`src/rtl/prom_seq_pkg.sv`:
```
package prom_seq_pkg;
    typedef enum logic [2:0] {
        ST_IDLE,
        ST_SETTLE,
        ST_FETCH,
        ST_SETUP,
        ST_PULSE,
        ST_HOLD,
        ST_READ
    } seq_state_e;

    typedef enum logic [1:0] {
        PH_BLIND,
        PH_VERIFY,
        PH_FINAL
    } seq_phase_e;
endpackage

```
`src/rtl/seq_timer.sv`:
```
module seq_timer #(
    parameter int W = 8
) (
    input  logic         clk,
    input  logic         rst_n,
    input  logic         load_i,
    input  logic [W-1:0] val_i,
    output logic         zero_o
);
    logic [W-1:0] cnt_d, cnt_q;

    always_comb begin
        cnt_d = cnt_q;
        if (load_i)
            cnt_d = val_i;
        else if (cnt_q != '0)
            cnt_d = cnt_q - 1'b1;
    end

    always_ff @(posedge clk or negedge rst_n) begin
        if (!rst_n) cnt_q <= '0;
        else        cnt_q <= cnt_d;
    end

    assign zero_o = (cnt_q == '0);


    timer_step_chk: assert property (@(posedge clk) disable iff (!rst_n)
        (!load_i && cnt_q != '0) |=> (cnt_q == $past(cnt_q) - 1'b1));
endmodule

```
`src/rtl/retry_ctr.sv`:
```
module retry_ctr #(
    parameter int MAX = 10
) (
    input  logic clk,
    input  logic rst_n,
    input  logic clr_i,
    input  logic inc_i,
    output logic max_o
);
    localparam int CW = $clog2(MAX + 1) + 1;

    logic [CW-1:0] cnt_d, cnt_q;

    always_comb begin
        cnt_d = cnt_q;
        if (clr_i)      cnt_d = '0;
        else if (inc_i) cnt_d = cnt_q + 1'b1;
    end

    always_ff @(posedge clk or negedge rst_n) begin
        if (!rst_n) cnt_q <= '0;
        else        cnt_q <= cnt_d;
    end

    assign max_o = (cnt_q == CW'(MAX));


    retry_bound_chk: assert property (@(posedge clk) disable iff (!rst_n)
        cnt_q <= CW'(MAX));
endmodule

```
`src/rtl/prom_burn_seq.sv`:
```
module prom_burn_seq
    import prom_seq_pkg::*;
#(
    parameter int ADDR_W     = 18,
    parameter int DATA_W     = 8,
    parameter int LAST_ADDR  = 262143,
    parameter int PULSE_CYC  = 5000,
    parameter int SETUP_CYC  = 2,
    parameter int HOLD_CYC   = 2,
    parameter int SUPPLY_CYC = 50,
    parameter int READ_CYC   = 2,
    parameter int MAX_RETRY  = 10
) (
    input  logic              clk,
    input  logic              rst_n,
    input  logic              start_i,
    output logic              busy_o,
    output logic              done_o,
    output logic              pass_o,
    output logic [ADDR_W-1:0] fail_addr_o,
    output logic              fail_phase_o,
    output logic              src_req_o,
    output logic [ADDR_W-1:0] src_addr_o,
    input  logic              src_ack_i,
    input  logic [DATA_W-1:0] src_data_i,
    output logic [ADDR_W-1:0] mem_addr_o,
    output logic [DATA_W-1:0] mem_dout_o,
    input  logic [DATA_W-1:0] mem_din_i,
    output logic              mem_ce_n_o,
    output logic              mem_oe_n_o,
    output logic              mem_pgm_n_o,
    output logic              vcc_hi_o,
    output logic              vpp_hi_o
);
    localparam int TMAX_A = (PULSE_CYC > SUPPLY_CYC) ? PULSE_CYC : SUPPLY_CYC;
    localparam int TMAX_B = (SETUP_CYC > HOLD_CYC) ? SETUP_CYC : HOLD_CYC;
    localparam int TMAX_C = (TMAX_B > READ_CYC) ? TMAX_B : READ_CYC;
    localparam int TMAX   = (TMAX_A > TMAX_C) ? TMAX_A : TMAX_C;
    localparam int TW     = $clog2(TMAX + 1);
    localparam logic [ADDR_W-1:0] LAST = ADDR_W'(LAST_ADDR);

    typedef struct packed {
        seq_state_e        state;
        seq_phase_e        phase;
        logic [ADDR_W-1:0] addr;
        logic [DATA_W-1:0] data;
        logic              sup;
        logic              done;
        logic              pass;
        logic [ADDR_W-1:0] fail_addr;
        logic              fail_phase;
    } seq_regs_t;

    seq_regs_t r_d, r_q;
    logic          tmr_load, tmr_zero;
    logic [TW-1:0] tmr_val;
    logic          rtr_clr, rtr_inc, rtr_max;
    logic          req_d;
    logic          rd_match;

    seq_timer #(.W(TW)) u_timer (
        .clk    (clk),
        .rst_n  (rst_n),
        .load_i (tmr_load),
        .val_i  (tmr_val),
        .zero_o (tmr_zero)
    );

    retry_ctr #(.MAX(MAX_RETRY)) u_retry (
        .clk   (clk),
        .rst_n (rst_n),
        .clr_i (rtr_clr),
        .inc_i (rtr_inc),
        .max_o (rtr_max)
    );

    assign rd_match = (mem_din_i == r_q.data);

    always_comb begin
        r_d      = r_q;
        r_d.done = 1'b0;
        req_d    = 1'b0;
        tmr_load = 1'b0;
        tmr_val  = '0;
        rtr_clr  = 1'b0;
        rtr_inc  = 1'b0;
        unique case (r_q.state)
            ST_IDLE: begin
                if (start_i) begin
                    r_d.state      = ST_SETTLE;
                    r_d.phase      = PH_BLIND;
                    r_d.addr       = '0;
                    r_d.sup        = 1'b1;
                    r_d.pass       = 1'b0;
                    r_d.fail_addr  = '0;
                    r_d.fail_phase = 1'b0;
                    rtr_clr        = 1'b1;
                    tmr_load       = 1'b1;
                    tmr_val        = TW'(SUPPLY_CYC - 1);
                end
            end
            ST_SETTLE: begin
                if (tmr_zero) r_d.state = ST_FETCH;
            end
            ST_FETCH: begin
                req_d = 1'b1;
                if (src_ack_i) begin
                    r_d.data = src_data_i;
                    tmr_load = 1'b1;
                    if (r_q.phase == PH_BLIND) begin
                        r_d.state = ST_SETUP;
                        tmr_val   = TW'(SETUP_CYC - 1);
                    end else begin
                        r_d.state = ST_READ;
                        tmr_val   = TW'(READ_CYC - 1);
                    end
                end
            end
            ST_SETUP: begin
                if (tmr_zero) begin
                    r_d.state = ST_PULSE;
                    tmr_load  = 1'b1;
                    tmr_val   = TW'(PULSE_CYC - 1);
                end
            end
            ST_PULSE: begin
                if (tmr_zero) begin
                    r_d.state = ST_HOLD;
                    tmr_load  = 1'b1;
                    tmr_val   = TW'(HOLD_CYC - 1);
                end
            end
            ST_HOLD: begin
                if (tmr_zero) begin
                    if (r_q.phase == PH_BLIND) begin
                        r_d.state = ST_FETCH;
                        if (r_q.addr == LAST) begin
                            r_d.phase = PH_VERIFY;
                            r_d.addr  = '0;
                        end else begin
                            r_d.addr  = r_q.addr + 1'b1;
                        end
                    end else begin
                        r_d.state = ST_READ;
                        tmr_load  = 1'b1;
                        tmr_val   = TW'(READ_CYC - 1);
                    end
                end
            end
            ST_READ: begin
                if (tmr_zero) begin
                    if (rd_match) begin
                        rtr_clr = 1'b1;
                        if (r_q.addr != LAST) begin
                            r_d.addr  = r_q.addr + 1'b1;
                            r_d.state = ST_FETCH;
                        end else if (r_q.phase == PH_VERIFY) begin
                            r_d.addr  = '0;
                            r_d.phase = PH_FINAL;
                            r_d.sup   = 1'b0;
                            r_d.state = ST_SETTLE;
                            tmr_load  = 1'b1;
                            tmr_val   = TW'(SUPPLY_CYC - 1);
                        end else begin
                            r_d.pass  = 1'b1;
                            r_d.done  = 1'b1;
                            r_d.state = ST_IDLE;
                        end
                    end else if (r_q.phase == PH_VERIFY && !rtr_max) begin
                        rtr_inc   = 1'b1;
                        r_d.state = ST_SETUP;
                        tmr_load  = 1'b1;
                        tmr_val   = TW'(SETUP_CYC - 1);
                    end else begin
                        r_d.fail_addr  = r_q.addr;
                        r_d.fail_phase = (r_q.phase == PH_FINAL);
                        r_d.sup        = 1'b0;
                        r_d.done       = 1'b1;
                        r_d.state      = ST_IDLE;
                    end
                end
            end
            default: r_d.state = ST_IDLE;
        endcase
    end

    always_ff @(posedge clk or negedge rst_n) begin
        if (!rst_n) begin
            r_q       <= '0;
            r_q.state <= ST_IDLE;
            r_q.phase <= PH_BLIND;
        end else begin
            r_q <= r_d;
        end
    end

    assign busy_o       = (r_q.state != ST_IDLE);
    assign done_o       = r_q.done;
    assign pass_o       = r_q.pass;
    assign fail_addr_o  = r_q.fail_addr;
    assign fail_phase_o = r_q.fail_phase;
    assign src_req_o    = req_d;
    assign src_addr_o   = r_q.addr;
    assign mem_addr_o   = r_q.addr;
    assign mem_dout_o   = r_q.data;
    assign mem_ce_n_o   = !(r_q.state inside {ST_SETUP, ST_PULSE, ST_HOLD, ST_READ});
    assign mem_oe_n_o   = (r_q.state != ST_READ);
    assign mem_pgm_n_o  = (r_q.state != ST_PULSE);
    assign vcc_hi_o     = r_q.sup;
    assign vpp_hi_o     = r_q.sup;


    strobe_safe_chk: assert property (@(posedge clk) disable iff (!rst_n)
        !mem_pgm_n_o |-> (vpp_hi_o && vcc_hi_o && !mem_ce_n_o && mem_oe_n_o));


    done_single_chk: assert property (@(posedge clk) disable iff (!rst_n)
        done_o |=> !done_o);


    src_hold_chk: assert property (@(posedge clk) disable iff (!rst_n)
        (src_req_o && !src_ack_i) |=> (src_req_o && $stable(src_addr_o)));


    final_no_pulse_chk: assert property (@(posedge clk) disable iff (!rst_n)
        (r_q.phase == PH_FINAL && busy_o) |-> (mem_pgm_n_o && !vpp_hi_o));


    result_hold_chk: assert property (@(posedge clk) disable iff (!rst_n)
        (!busy_o && !start_i) |=> ($stable(pass_o) && $stable(fail_addr_o) && $stable(fail_phase_o)));
endmodule

```
`config.mk`:
```
export PLATFORM = sky130hd
export DESIGN_NAME = prom_burn_seq
export DESIGN_NICKNAME = d
export VERILOG_FILES = /design/src/rtl/prom_seq_pkg.sv /design/src/rtl/seq_timer.sv /design/src/rtl/retry_ctr.sv /design/src/rtl/prom_burn_seq.sv
export SDC_FILE = /design/constraint.sdc
export NUM_CORES = 1
export LEC_CHECK = 0
export ABC_AREA = 1
export CORE_MARGIN = 2
export CORE_UTILIZATION = 40
export CTS_BUF_LIST = sky130_fd_sc_hd__clkbuf_16
export DETAILED_ROUTE_END_ITERATION = 8
export GPL_TIMING_DRIVEN = 0
export PLACE_DENSITY = 0.67
export SLEW_MARGIN = 25
export SYNTH_ARGS = -nofsm -noshare
export SYNTH_HDL_FRONTEND = slang
export SYNTH_SLANG_ARGS = --single-unit
export TNS_END_PERCENT = 100
```
`constraint.sdc`:
```
create_clock -name clk -period 3.4 [get_ports clk]
set_clock_uncertainty 0.15 [all_clocks]
set_input_delay 1.02 -clock clk [delete_from_list [all_inputs] [get_ports clk]]
set_output_delay 1.02 -clock clk [all_outputs]
set_load 0.02 [all_outputs]
```
==> results of run 1 <==
logic make-up (layout without fill, tap and decap cells):
logic type | count (synthesis) | after routing | synth area share
xor+xnor | 23 | 23 | 0.0415
buf+inv | 147 | 254 | 0.179
fa+ha+maj | 5 | 5 | 0.0129
simple gates | 265 | 265 | 0.261
compound gates | 94 | 94 | 0.137
mux | 1 | 1 | 0.00232
flops | 71 | 71 | 0.366
worst min-delay path: cells and delay by family, from the launching register on:
kind,cells,cell delay [ns]
DFF,1,0.34
and+or+nand+nor,1,0.07
AOI/OAI and AO/OA,1,0.05
sequential cells by signal (all words and copies together), names as in the netlist, 5 cells and up:
| name | cells |
|---|---|
| fail_addr_o | 18 |
| u_retry.cnt_q | 5 |
| u_timer.cnt_q | 13 |
| mem_dout_o | 8 |
| mem_addr_o | 18 |
| r_q | 5 |
metrics by stage:
step | setup WS (ns) | utilization | total power (W) | area [um2]
2_1_floorplan | 1.01 | - | 0.00249 | 4850
3_3_place_gp | -1.39 | 0.499 | 0.00293 | 5940
3_5_place_dp | 0.219 | 0.501 | 0.00296 | 5970
4_1_cts | 0.122 | 0.526 | 0.00392 | 6260
5_1_grt | 0.0561 | 0.526 | 0.00416 | 6260
6_report | 0.146 | 0.526 | 0.00389 | 6260
synthesized netlist by cell type (3+ instances only):
master | instances | area [um2]
buf_4 | 65 | 488
nor2_1 | 47 | 176
o21ai_0 | 16 | 80.1
inv_1 | 60 | 225
xnor2_1 | 5 | 43.8
nand2_1 | 117 | 439
nand4_1 | 11 | 68.8
dfrtp_1 | 71 | 1780
nand3_1 | 37 | 185
or2_2 | 3 | 18.8
inv_2 | 6 | 22.5
o211ai_1 | 3 | 22.5
o21ai_2 | 18 | 158
clkbuf_1 | 4 | 15.0
xor2_1 | 18 | 158
ha_1 | 5 | 62.6
nand2_2 | 25 | 156
o21ai_1 | 4 | 20.0
nor3_1 | 8 | 40.0
o31ai_2 | 13 | 163
buf_6 | 5 | 56.3
a21oi_1 | 32 | 160
layout make-up:
type                       count  share of cell area
multi-input combinational    388               0.352
sequential                    71               0.284
timing repair buffer          92               0.149
buffer                        77              0.0951
inverter                      69              0.0428
clock buffer                   9              0.0360
tap                          147              0.0294
clock inverter                 7              0.0114
worst paths after layout:
kind	end
worst max-delay path	mem_ce_n_o
worst min-delay path	fail_phase_o
worst max register to register	u_timer.cnt_q[7]
worst min register to register	fail_phase_o
max in group asynchronous	mem_addr_o[3]
min in group asynchronous	mem_dout_o[1]
metal layers:
metal,GRT usage,share of wire,up-vias
met5,0,0,-
met4,0.0585,0.012,0
met3,0.0244,0.047,10
met2,0.294,0.47,120
met1,0.246,0.47,1953
li1,-,-,2102
where the power goes:
| part | switching, W | internal, W | leakage [nW] |
|---|---|---|---|
| sequential | 0.000144 | 0.00100 | 0.946 |
| combinational | 0.00107 | 0.000724 | 1.87 |
| clock | 0.000381 | 0.000568 | 0.139 |
what timing repair did:
item,in CTS,in global routing
hold buffers,0,0
gates resized for setup,0,0
setup endpoints to repair,1,0
==> metrics.cfg, run 1 <==
[timing]
tightest_slew_ns = 0.542
hold_violations = 0
min_period_ns = 3.25
setup_tns_ns = 0
fin_crit_sh = 0.957
fmax_ghz = 0.307
rsz0062_at_grt = false
setup_viol = 0
drv_slew = 0
relSlewSlack = 0.639
holdWs_ns = 0.338

[cts]
clk_path_buf_depth = 2
tritoncts = yes
root_buffer = clkbuf_16
path_clk_slew_ns = 0.05
postCtsSetupBuffers = 0
clock_latency_ns = 0.34
cts_made_buffers = 9
cts_sinks = 71
cts-htree-levels = 3

[critical_path]
r2r_start = mem_addr_o[0]
critPathMaxFanout = 10
path_class = reg -> out
arrival_ns = 2.08
cp_num_buf_inv = 2
cp-end-kind = output port
cpMaxStageDelayCell = clkdlybuf4s50_1
worstSetupPathDepth = 6
startpoint_type = flop
reg2reg_depth = 12
cp.required_ns = 2.23
crit_chain = inv_1 -> nor2_1 -> nand2_2 -> nand2_1 -> nor2_1 -> clkdlybuf4s50_1
reg2reg_slack_ns = 0.72
crit_path_frequent_cell = nor2_1
max_stage_delay_ns = 0.62
critPathLaunch = r_q[50]
path_delay_family = buffers and inverters

[floorplan]
coreArea_mm2 = 0.0119
fp.dieH_um = 114
rows = 40
die_area_mm2 = 0.0130
io_pins = 92
die_x_um = 114
initial_core_util = 0.407

[route]
wl_per_cell_um = 13.2
vias_per_cell = 4.87
detail-route-antenna-nets = 0
routed_wl_um = 11300
drt-pass1-iter-count = 5
dr.first_iter.drc_count = 232
vias = 4185
route.detailed.drc = 0

[cells_and_area]
final_cell_mix = nand2_1, clkdlybuf4s50_1, dfrtp_1
layout_commonest_cell = nand2_1
layout-drive-gt1-share = 0.245
final_cells = 860
multi_input_area_mm2 = 0.00221
diodes = 0
regArea_mm2 = 0.00178
nets = 733
area_growth_pct = 29.1
fillers = 1153

[grt]
grt_max_degree = 47
grt_pass1_wl_um = 18800
globalRouteOverflowTotal = 0
grt_usage = 0.179
grt_pass1_vias = 3961
grt_antenna_before_repair = 0

[power_and_ir_drop]
p_leak_nw = 2.96
p_per_area_mw_per_mm2 = 622
vdd_drop_max_v = 0.000356

[yosys]
avgSynthCellArea_um2 = 8.00
synth_seq_cells = 71
netlist_area_mm2 = 0.00485
synthCells = 606
synth_nets = 631
synth.distinct_cells = 46
synth_warnings = 0
synth_edf_count = 0
async_reset_ff_frac = 1.00
synth_flop_cell = dfrtp_1
yosysSeqAreaShare = 0.366

[worst_hold_path]
hold_class = reg -> reg
holdPathStages = 2
holdCritStartpoint = fail_phase_o

[status]
outcome = finished clean

[placed_design]
dpl.hpwl_um = 8590
place.gp.congestion = 0.861
placed_cells = 845
port-buffer-count = 91

[run]
max_cap_viol_count = 0

(Power assumes the default switching activity.)
==> run 2: changes to the inputs <==
Settings changed: CELL_PAD_IN_SITES_DETAIL_PLACEMENT set to 1, CELL_PAD_IN_SITES_GLOBAL_PLACEMENT set to 1, PLACE_DENSITY 0.67 to 0.86.
==> run 2 against run 1 <==
Sequential power about the same. First-iteration DRC count decreased by 9.5%. Clock power increased by 9.6%. Critical endpoint unchanged. Sequential cell count stayed put. Critical path type unchanged. Design area grew 0.26%. Setup slack got worse by 0.020 ns. Register-to-register slack got worse by 0.13 ns.
==> metrics.cfg, run 2 (same netlist as run 1, synthesis figures left out) <==
[status]
outcome = finished clean

[floorplan]
rows = 40
die_x_um = 114
initial_core_util = 0.407
coreArea_mm2 = 0.0119
fp.dieH_um = 114
io_pins = 92
die_area_mm2 = 0.0130

[power_and_ir_drop]
p_int_w = 0.00237
swShare = 0.421
seqPwrFrac = 0.282
switchingPower_w = 0.00172
combPwrFrac = 0.463
clkPwrFrac = 0.255
p_leak_nw = 2.97
vdd_drop_max_v = 0.000385
p_per_area_mw_per_mm2 = 652

[cells_and_area]
area_growth_pct = 29.5
layout-drive-gt1-share = 0.247
regArea_mm2 = 0.00178
multi_input_area_mm2 = 0.00221
diodes = 0
final_cell_mix = nand2_1, clkdlybuf4s50_1, dfrtp_1
fillers = 1480
layout_commonest_cell = nand2_1
nets = 733

[grt]
grt_antenna_before_repair = 0
grt_pass1_vias = 4767
globalRouteOverflowTotal = 0
grt_usage = 0.226
grt_pass1_wl_um = 23600
grt_max_degree = 45

[critical_path]
critPathMaxFanout = 10
cp.required_ns = 2.23
path_class = reg -> out
arrival_ns = 2.10
cp-end-kind = output port
startpoint_type = flop

[cts]
cts_resized = 0
postCtsSetupBuffers = 0
tritoncts = yes
path_clk_slew_ns = 0.07
cts_sinks = 71
cts_made_buffers = 9
cts-htree-levels = 3
clock_latency_ns = 0.34
root_buffer = clkbuf_16
ctsHoldBuffers = 0
clk_path_buf_depth = 2

[route]
route.detailed.drc = 0
wl_per_cell_um = 16.7
vias_per_cell = 5.12
dr.first_iter.drc_count = 210
vias = 4406
detail-route-antenna-nets = 0
drt-pass1-iter-count = 4
routed_wl_um = 14400

[timing]
setup_tns_ns = 0
relSlewSlack = 0.609
fmax_ghz = 0.305
fin_crit_sh = 0.963
min_period_ns = 3.27
fin_ws_ns = 0.127
hold_violations = 0
tightest_slew_ns = 0.587
holdWs_ns = 0.347
drv_slew = 0
rsz0062_at_grt = false
setup_viol = 0

[placed_design]
dpl.hpwl_um = 10500
place.gp.congestion = 0.887
place_ws_ns = 0.177
port-buffer-count = 91

[worst_hold_path]
hold_class = reg -> reg

[run]
max_cap_viol_count = 0

-- run 2: final cells by class --
cell class | instances | area share
well taps | 147 | 0.0293
repair buffers | 92 | 0.148
multi-input cells | 388 | 0.351
flip-flops and latches | 71 | 0.283
clock inverters | 7 | 0.0151
plain buffers | 77 | 0.0949
clock buffers | 9 | 0.0359
inverters | 69 | 0.0426
-- run 2: final timing paths --
kind / from / to / slack [ns] / cells past startpoint
max in group asynchronous: rst_n / mem_addr_o[8] / 2.06 / 2
hold / removal: fail_addr_o[10] / fail_addr_o[10] / 0.35 / 2
hold reg to reg: fail_addr_o[10] / fail_addr_o[10] / 0.35 / 2
min in group asynchronous: rst_n / mem_dout_o[1] / 0.46 / 1
setup / recovery: r_q[50] / mem_ce_n_o / 0.13 / 6
setup reg to reg: mem_addr_o[0] / u_timer.cnt_q[7] / 0.59 / 12
-- run 2: stage by stage --
| step | util | instance area [um2] | total power [W] | std cells |
|---|---|---|---|---|
| final | 0.527 | 6280 | 0.00409 | 860 |
| after floorplan | - | 4850 | 0.00249 | 606 |
| after detailed placement | 0.501 | 5960 | 0.00303 | 845 |
| after global placement | 0.499 | 5940 | 0.00293 | 844 |
| after CTS | 0.527 | 6280 | 0.00411 | 860 |
| after global routing | 0.527 | 6280 | 0.00433 | 860 |
-- run 2: power by group through the flow --
| stage | registers [W] | clock network [W] | logic [W] |
|---|---|---|---|
| detailed placement | 0.00117 | 0 | 0.00186 |
| finish | 0.00115 | 0.00104 | 0.00189 |
| global route | 0.00117 | 0.00109 | 0.00207 |
| global placement | 0.00115 | 0 | 0.00178 |
| floorplan | 0.00113 | 0 | 0.00136 |
| CTS | 0.00115 | 0.00105 | 0.00190 |
-- run 2: critical path: stages (launching register included) --
cell,delay [ns]
dfrtp_1,0.45
inv_1,0.11
nor2_1,0.06
nand2_2,0.22
nand2_1,0.17
nor2_1,0.14
clkdlybuf4s50_1,0.61
-- run 2: layer usage --
metal / part of all wire / routed length [um] / track usage
met5: 0 / 0 / 0
met4: 0.014 / 206 / 0.0610
met3: 0.033 / 470 / 0.0318
met2: 0.52 / 7420 / 0.400
met1: 0.44 / 6280 / 0.291
